**src/rtl/wred_pkg.sv**
```systemverilog
package wred_pkg;

    localparam int unsigned NQ      = 6;
    localparam int unsigned KBYTE   = 1024;
    localparam logic [15:0] LFSR_SEED = 16'hACE1;
    localparam logic [15:0] LFSR_TAPS = 16'hB400;

    typedef enum logic {
        SCHED_WFQ   = 1'b0,
        SCHED_DELAY = 1'b1
    } sched_e;

    typedef enum logic [1:0] {
        LVL_NONE  = 2'd0,
        LVL_ONE   = 2'd1,
        LVL_TWO   = 2'd2,
        LVL_THREE = 2'd3
    } level_e;

    typedef struct packed {
        logic [2:0] queue;
        logic       high;
    } pkt_req_t;

    // weight of queue slot idx (slot 0 = P2) under delay-bound weighting
    function automatic logic [4:0] delay_weight(int unsigned idx);
        case (idx)
            0:       return 5'd1;
            1:       return 5'd2;
            2:       return 5'd4;
            3:       return 5'd8;
            default: return 5'd16;
        endcase
    endfunction

endpackage

```
**src/rtl/wred_sum.sv**
```systemverilog
module wred_sum
    import wred_pkg::*;
#(
    parameter int unsigned CNT_W = 18,
    parameter int unsigned N_W   = CNT_W + 6
) (
    input  sched_e                 mode,
    input  logic [NQ*CNT_W-1:0]    qbytes,
    output logic [N_W-1:0]         nsum
);
    logic [N_W-1:0] term [NQ];

    for (genvar g = 0; g < NQ; g++) begin : g_term
        localparam logic [N_W-1:0] WGT = N_W'(delay_weight(g));
        logic [N_W-1:0] cnt_ext;
        assign cnt_ext = N_W'(qbytes[g*CNT_W +: CNT_W]);
        assign term[g] = (mode == SCHED_DELAY) ? cnt_ext * WGT : cnt_ext;
    end

    always_comb begin
        nsum = '0;
        for (int i = 0; i < NQ; i++) begin
            nsum = nsum + term[i];
        end
    end
endmodule

```
**src/rtl/wred_level.sv**
```systemverilog
module wred_level
    import wred_pkg::*;
#(
    parameter int unsigned N_W    = 24,
    parameter int unsigned LVL1_B = 240 * KBYTE,
    parameter int unsigned LVL2_B = 280 * KBYTE,
    parameter int unsigned LVL3_B = 320 * KBYTE
) (
    input  logic [N_W-1:0] nsum,
    output level_e         level
);
    localparam logic [N_W-1:0] T1 = N_W'(LVL1_B);
    localparam logic [N_W-1:0] T2 = N_W'(LVL2_B);
    localparam logic [N_W-1:0] T3 = N_W'(LVL3_B);

    always_comb begin
        if (nsum > T3)      level = LVL_THREE;
        else if (nsum > T2) level = LVL_TWO;
        else if (nsum > T1) level = LVL_ONE;
        else                level = LVL_NONE;
    end
endmodule

```
**src/rtl/wred_lfsr.sv**
```systemverilog
module wred_lfsr
    import wred_pkg::*;
(
    input  logic        clk,
    input  logic        rst,
    output logic [15:0] state,
    output logic [6:0]  roll
);
    logic [22:0] prod;

    always_ff @(posedge clk) begin
        if (rst) state <= LFSR_SEED;
        else     state <= {1'b0, state[15:1]} ^ (state[0] ? LFSR_TAPS : 16'h0000);
    end

    assign prod = 23'(state) * 23'd100;
    assign roll = prod[22:16];
endmodule

```
**src/rtl/wred_early_drop.sv**
```systemverilog
module wred_early_drop
    import wred_pkg::*;
#(
    parameter int unsigned CNT_W  = 18,
    parameter int unsigned LVL1_B = 240 * KBYTE,
    parameter int unsigned LVL2_B = 280 * KBYTE,
    parameter int unsigned LVL3_B = 320 * KBYTE
) (
    input  logic                 clk,
    input  logic                 rst,
    input  logic                 mode_dly_i,
    input  logic [6*CNT_W-1:0]   qbytes_i,
    input  logic [6*CNT_W-1:0]   qthr_i,
    input  logic [6:0]           pct_x_i,
    input  logic [6:0]           pct_y_i,
    input  logic [6:0]           pct_z_i,
    input  logic                 req_i,
    input  logic [2:0]           req_queue_i,
    input  logic                 req_high_i,
    output logic                 vld_o,
    output logic                 drop_o
);
    localparam int unsigned N_W = CNT_W + 6;

    sched_e          mode;
    pkt_req_t        pkt;
    logic [N_W-1:0]  nsum;
    level_e          level;
    logic [15:0]     lfsr_state;
    logic [6:0]      roll;
    logic            managed;
    logic [2:0]      slot;
    logic [CNT_W-1:0] own_cnt;
    logic [CNT_W-1:0] own_thr;
    logic            own_over;
    logic            drop_d;

    assign mode = mode_dly_i ? SCHED_DELAY : SCHED_WFQ;
    assign pkt  = '{queue: req_queue_i, high: req_high_i};

    wred_sum #(.CNT_W(CNT_W), .N_W(N_W)) u_sum (
        .mode   (mode),
        .qbytes (qbytes_i),
        .nsum   (nsum)
    );

    wred_level #(.N_W(N_W), .LVL1_B(LVL1_B), .LVL2_B(LVL2_B), .LVL3_B(LVL3_B)) u_level (
        .nsum  (nsum),
        .level (level)
    );

    wred_lfsr u_lfsr (
        .clk   (clk),
        .rst   (rst),
        .state (lfsr_state),
        .roll  (roll)
    );

    // own-queue threshold test for the lowest level
    assign managed  = (pkt.queue >= 3'd2);
    assign slot     = managed ? (pkt.queue - 3'd2) : 3'd0;
    assign own_cnt  = qbytes_i[slot*CNT_W +: CNT_W];
    assign own_thr  = qthr_i[slot*CNT_W +: CNT_W];
    assign own_over = own_cnt > own_thr;

    always_comb begin
        drop_d = 1'b0;
        if (managed) begin
            unique case (level)
                LVL_THREE: drop_d = 1'b1;
                LVL_TWO:   drop_d = pkt.high ? (roll < pct_y_i) : (roll < pct_z_i);
                LVL_ONE:   drop_d = own_over && pkt.high && (roll < pct_x_i);
                default:   drop_d = 1'b0;
            endcase
        end
    end

    always_ff @(posedge clk) begin
        if (rst) begin
            vld_o  <= 1'b0;
            drop_o <= 1'b0;
        end else begin
            vld_o  <= req_i;
            drop_o <= req_i & drop_d;
        end
    end
endmodule

```
**config.mk**
```make
export PLATFORM = sky130hd
export DESIGN_NAME = wred_early_drop
export DESIGN_NICKNAME = d
export VERILOG_FILES = /design/src/rtl/wred_pkg.sv /design/src/rtl/wred_sum.sv /design/src/rtl/wred_level.sv /design/src/rtl/wred_lfsr.sv /design/src/rtl/wred_early_drop.sv
export SDC_FILE = /design/constraint.sdc
export NUM_CORES = 1
export LEC_CHECK = 0
export ABC_AREA = 1
export BUFFER_PORTS_ARGS = -buffer_cell sky130_fd_sc_hd__buf_2
export CAP_MARGIN = 10
export CORE_MARGIN = 4
export CORE_UTILIZATION = 51
export CTS_BUF_LIST = sky130_fd_sc_hd__clkbuf_4 sky130_fd_sc_hd__clkbuf_8
export CTS_CLUSTER_SIZE = 16
export DETAILED_ROUTE_END_ITERATION = 7
export HOLD_SLACK_MARGIN = 0.1
export PLACE_DENSITY = 0.81
export REMOVE_ABC_BUFFERS = 1
export SLEW_MARGIN = 20
export SYNTH_ARGS = -nofsm -noshare
export SYNTH_HDL_FRONTEND = slang
export SYNTH_SLANG_ARGS = --single-unit
```
**constraint.sdc**
```tcl
create_clock -name clk -period 4.87 [get_ports clk]
set_clock_uncertainty 0.2 [all_clocks]
set_input_delay 0.2435 -clock clk [delete_from_list [all_inputs] [get_ports clk]]
set_output_delay 0.2435 -clock clk [all_outputs]
set_load 0.02 [all_outputs]
```
==> impl_metrics.ini <==
[power_and_ir_drop]
leakagePower_uw = 0.00665
power-per-cell-area_nw_per_um2 = 444
peakVddDrop_uv = 266

[worst_setup_path]
cp.required_ns = 4.87
startpoint_type = flop
arrival_ns = 4.53
worstPathMaxFanout = 3
endpoint_kind = flop
r2r_cells = 23
path_class = reg -> reg

[drt]
ant_nets = 0
vias_per_cell = 5.36
drt_iter0_markers = 716
wirelength_um = 31900
wl_per_cell_um = 16.1
vias = 10600
drc_errors = 0
dr.pass1.iters = 5

[clocking]
cts-root-buf = clkbuf_8
cts_buffers = 3
clock_path_buffers = 2
cts_sinks = 18
clk_latency_ns = 0.26
htree_levels = 1
clkSlewWorstSetupHoldPaths_ns = 0.07
cts_tree = done

[sta]
slew_violations = 0
fin_crit_sh_pct = 93.0
hold_viol = 0
worst_slew_pin_slew_ns = 0.879
fmax_ghz = 0.221
timing.slew.headroom_pct = 41.1
min_period_ns = 4.53
final-setup-viol-count = 0

[hold_path]
hold_depth = 2
hp-class = in -> reg

[finish]
finalNetCount = 2193
drive_above_1_share_pct = 19.7
syn_to_final_growth_pct = 20.0
stdcell_area_sq_um = 11200
layout.cells.most_common = nand2_1
mostFrequentLayoutCells = 359 x nand2_1, 335 x inv_1, 245 x buf_2
final_cells = 1974

[placement]
place_inst = 1966
hpwlAfterDp_um = 27500
dpl_cell_area_sq_um = 11100
io_buffer_count = 246
place_congestion = 0.996

[yosys]
netlist_top_cells_area = fa_1 19%, ha_1 15%, nand2_1 14%
synth_top_cell_area_share_pct = 19.1
ys.flop_type = dfxtp_1
synth_edf_count = 0
syn-instance-count = 1494
ys_ff_latch = 18
syn_area_sq_um = 9310
ys_warn_count = 0
synthArstFlopShare_pct = 0
synth_top_cell_by_area = fa_1
ys_types = 44
synth-seq-area-share_pct = 3.87
synth_area_per_cell_sq_um = 6.23

[global_routing]
overflow = 0
grt_pass1_wl_um = 49300
first_global_vias = 9980
antenna_found_initial = 1
grt_start_max_net_pins = 83
grt_usage_pct = 30.1

[floorplan]
dieArea_sq_um = 20500
dieWidth_um = 143
io_pins = 247
rows = 49
start_util_pct = 51.8
die_h_um = 143
core-area_sq_um = 18000

[outcome]
status = complete, no violations

[flow_run]
drv_cap = 0
[final cells by class]
class,instances,area (sq um)
Multi-Input combinational cell,1084,7510
Fill cell,1659,6790
Timing Repair Buffer,296,1670
Inverter,341,1280
Sequential cell,18,362
Tap cell,229,287
Clock buffer,4,55.1
Antenna cell,2,5.00
[sequential cells by signal (all words and copies together), names as in the netlist]
name          cells
u_lfsr.state     16
vld_o             1
drop_o            1
[kinds of logic after synthesis]
| logic type | synth area share, % |
|---|---|
| fa+ha+maj | 34.6 |
| compound gates | 16.5 |
| mux | 2.80 |
| buf+inv | 15.8 |
| xor+xnor | 0.753 |
| simple gates | 25.7 |
| flops | 3.87 |
[worst paths after layout]
| check | from | endpoint | slack [ns] |
|---|---|---|---|
| worst min-delay path | rst | u_lfsr.state[1]$_SDFF_PP0_ | 0.11 |
| worst max-delay path | u_lfsr.state[9]$_SDFF_PP0_ | drop_o$_SDFF_PP0_ | 0.34 |
| worst min register to register | u_lfsr.state[2]$_SDFF_PP0_ | u_lfsr.state[1]$_SDFF_PP0_ | 0.25 |
| worst max register to register | u_lfsr.state[9]$_SDFF_PP0_ | drop_o$_SDFF_PP0_ | 0.34 |
[layer usage]
layer	track usage, %	wire length [um]	vias to the layer above	part of all wire [%]
met5	0	0	-	0
met4	11.7	1410	0	4.4
met3	6.43	3600	87	11
met2	50.0	14500	569	45
met1	38.3	12400	4722	39
li1	-	-	5196	-
[cell usage after synthesis (all sizes together) (5+ instances only)]
library cell and number:
nand4 12, nor2 113, xor2 6, fa 89, a211oi 7, a22oi 8, ha 115, a221oi 6
nand2 369, o221ai 5, dfxtp 18, a21oi 80, o21ai 137, inv 338, mux2i 26, clkbuf 47
nand3b 7, nand3 60, o22ai 14, nor3 8
[repair_timing]
| action | in CTS | in global routing |
|---|---|---|
| endpoints found under the hold margin | 1 | 0 |
| hold buffers | 1 | 0 |
| setup buffers | 0 | 1 |
| endpoints found under the setup margin | 0 | 1 |
| resized for setup | 0 | 11 |
[critical path, cell delays in order (launching register included)]
cell	delay (ns)
dfxtp_1	0.34
ha_1	0.31
ha_1	0.28
inv_1	0.05
fa_1	0.49
inv_1	0.04
ha_1	0.28
nand2_1	0.07
nor2_2	0.13
nand3_1	0.12
nand3_2	0.11
nand3_1	0.07
nand2_1	0.09
nand3_1	0.13
o21ai_2	0.15
xor2_1	0.21
buf_4	0.14
buf_4	0.10
ha_1	0.23
a21oi_1	0.13
o21ai_0	0.09
o21ai_0	0.41
nand3_1	0.16
a21oi_2	0.12
[power by group]
part	internal (uW)	switching (uW)
clock network	71.9	52.1
logic	1820	2840
registers	158	10.4
total	2050	2900
[per-stage QoR]
step	setup slack, ns	total power, uW	hold slack [ns]	TNS [ns]	util (%)
2_1_floorplan	-2.36	3380	0.115	-2.36	-
5_1_grt	-0.0249	5670	0.123	-0.0249	62.2
6_report	0.339	4960	0.114	0	62.2
4_1_cts	0.0631	4940	0.108	0	62.0
3_5_place_dp	0.0382	4780	0.246	0	61.6
3_3_place_gp	0.126	4700	0.240	0	61.6
Power figures use the tool's default switching activity.
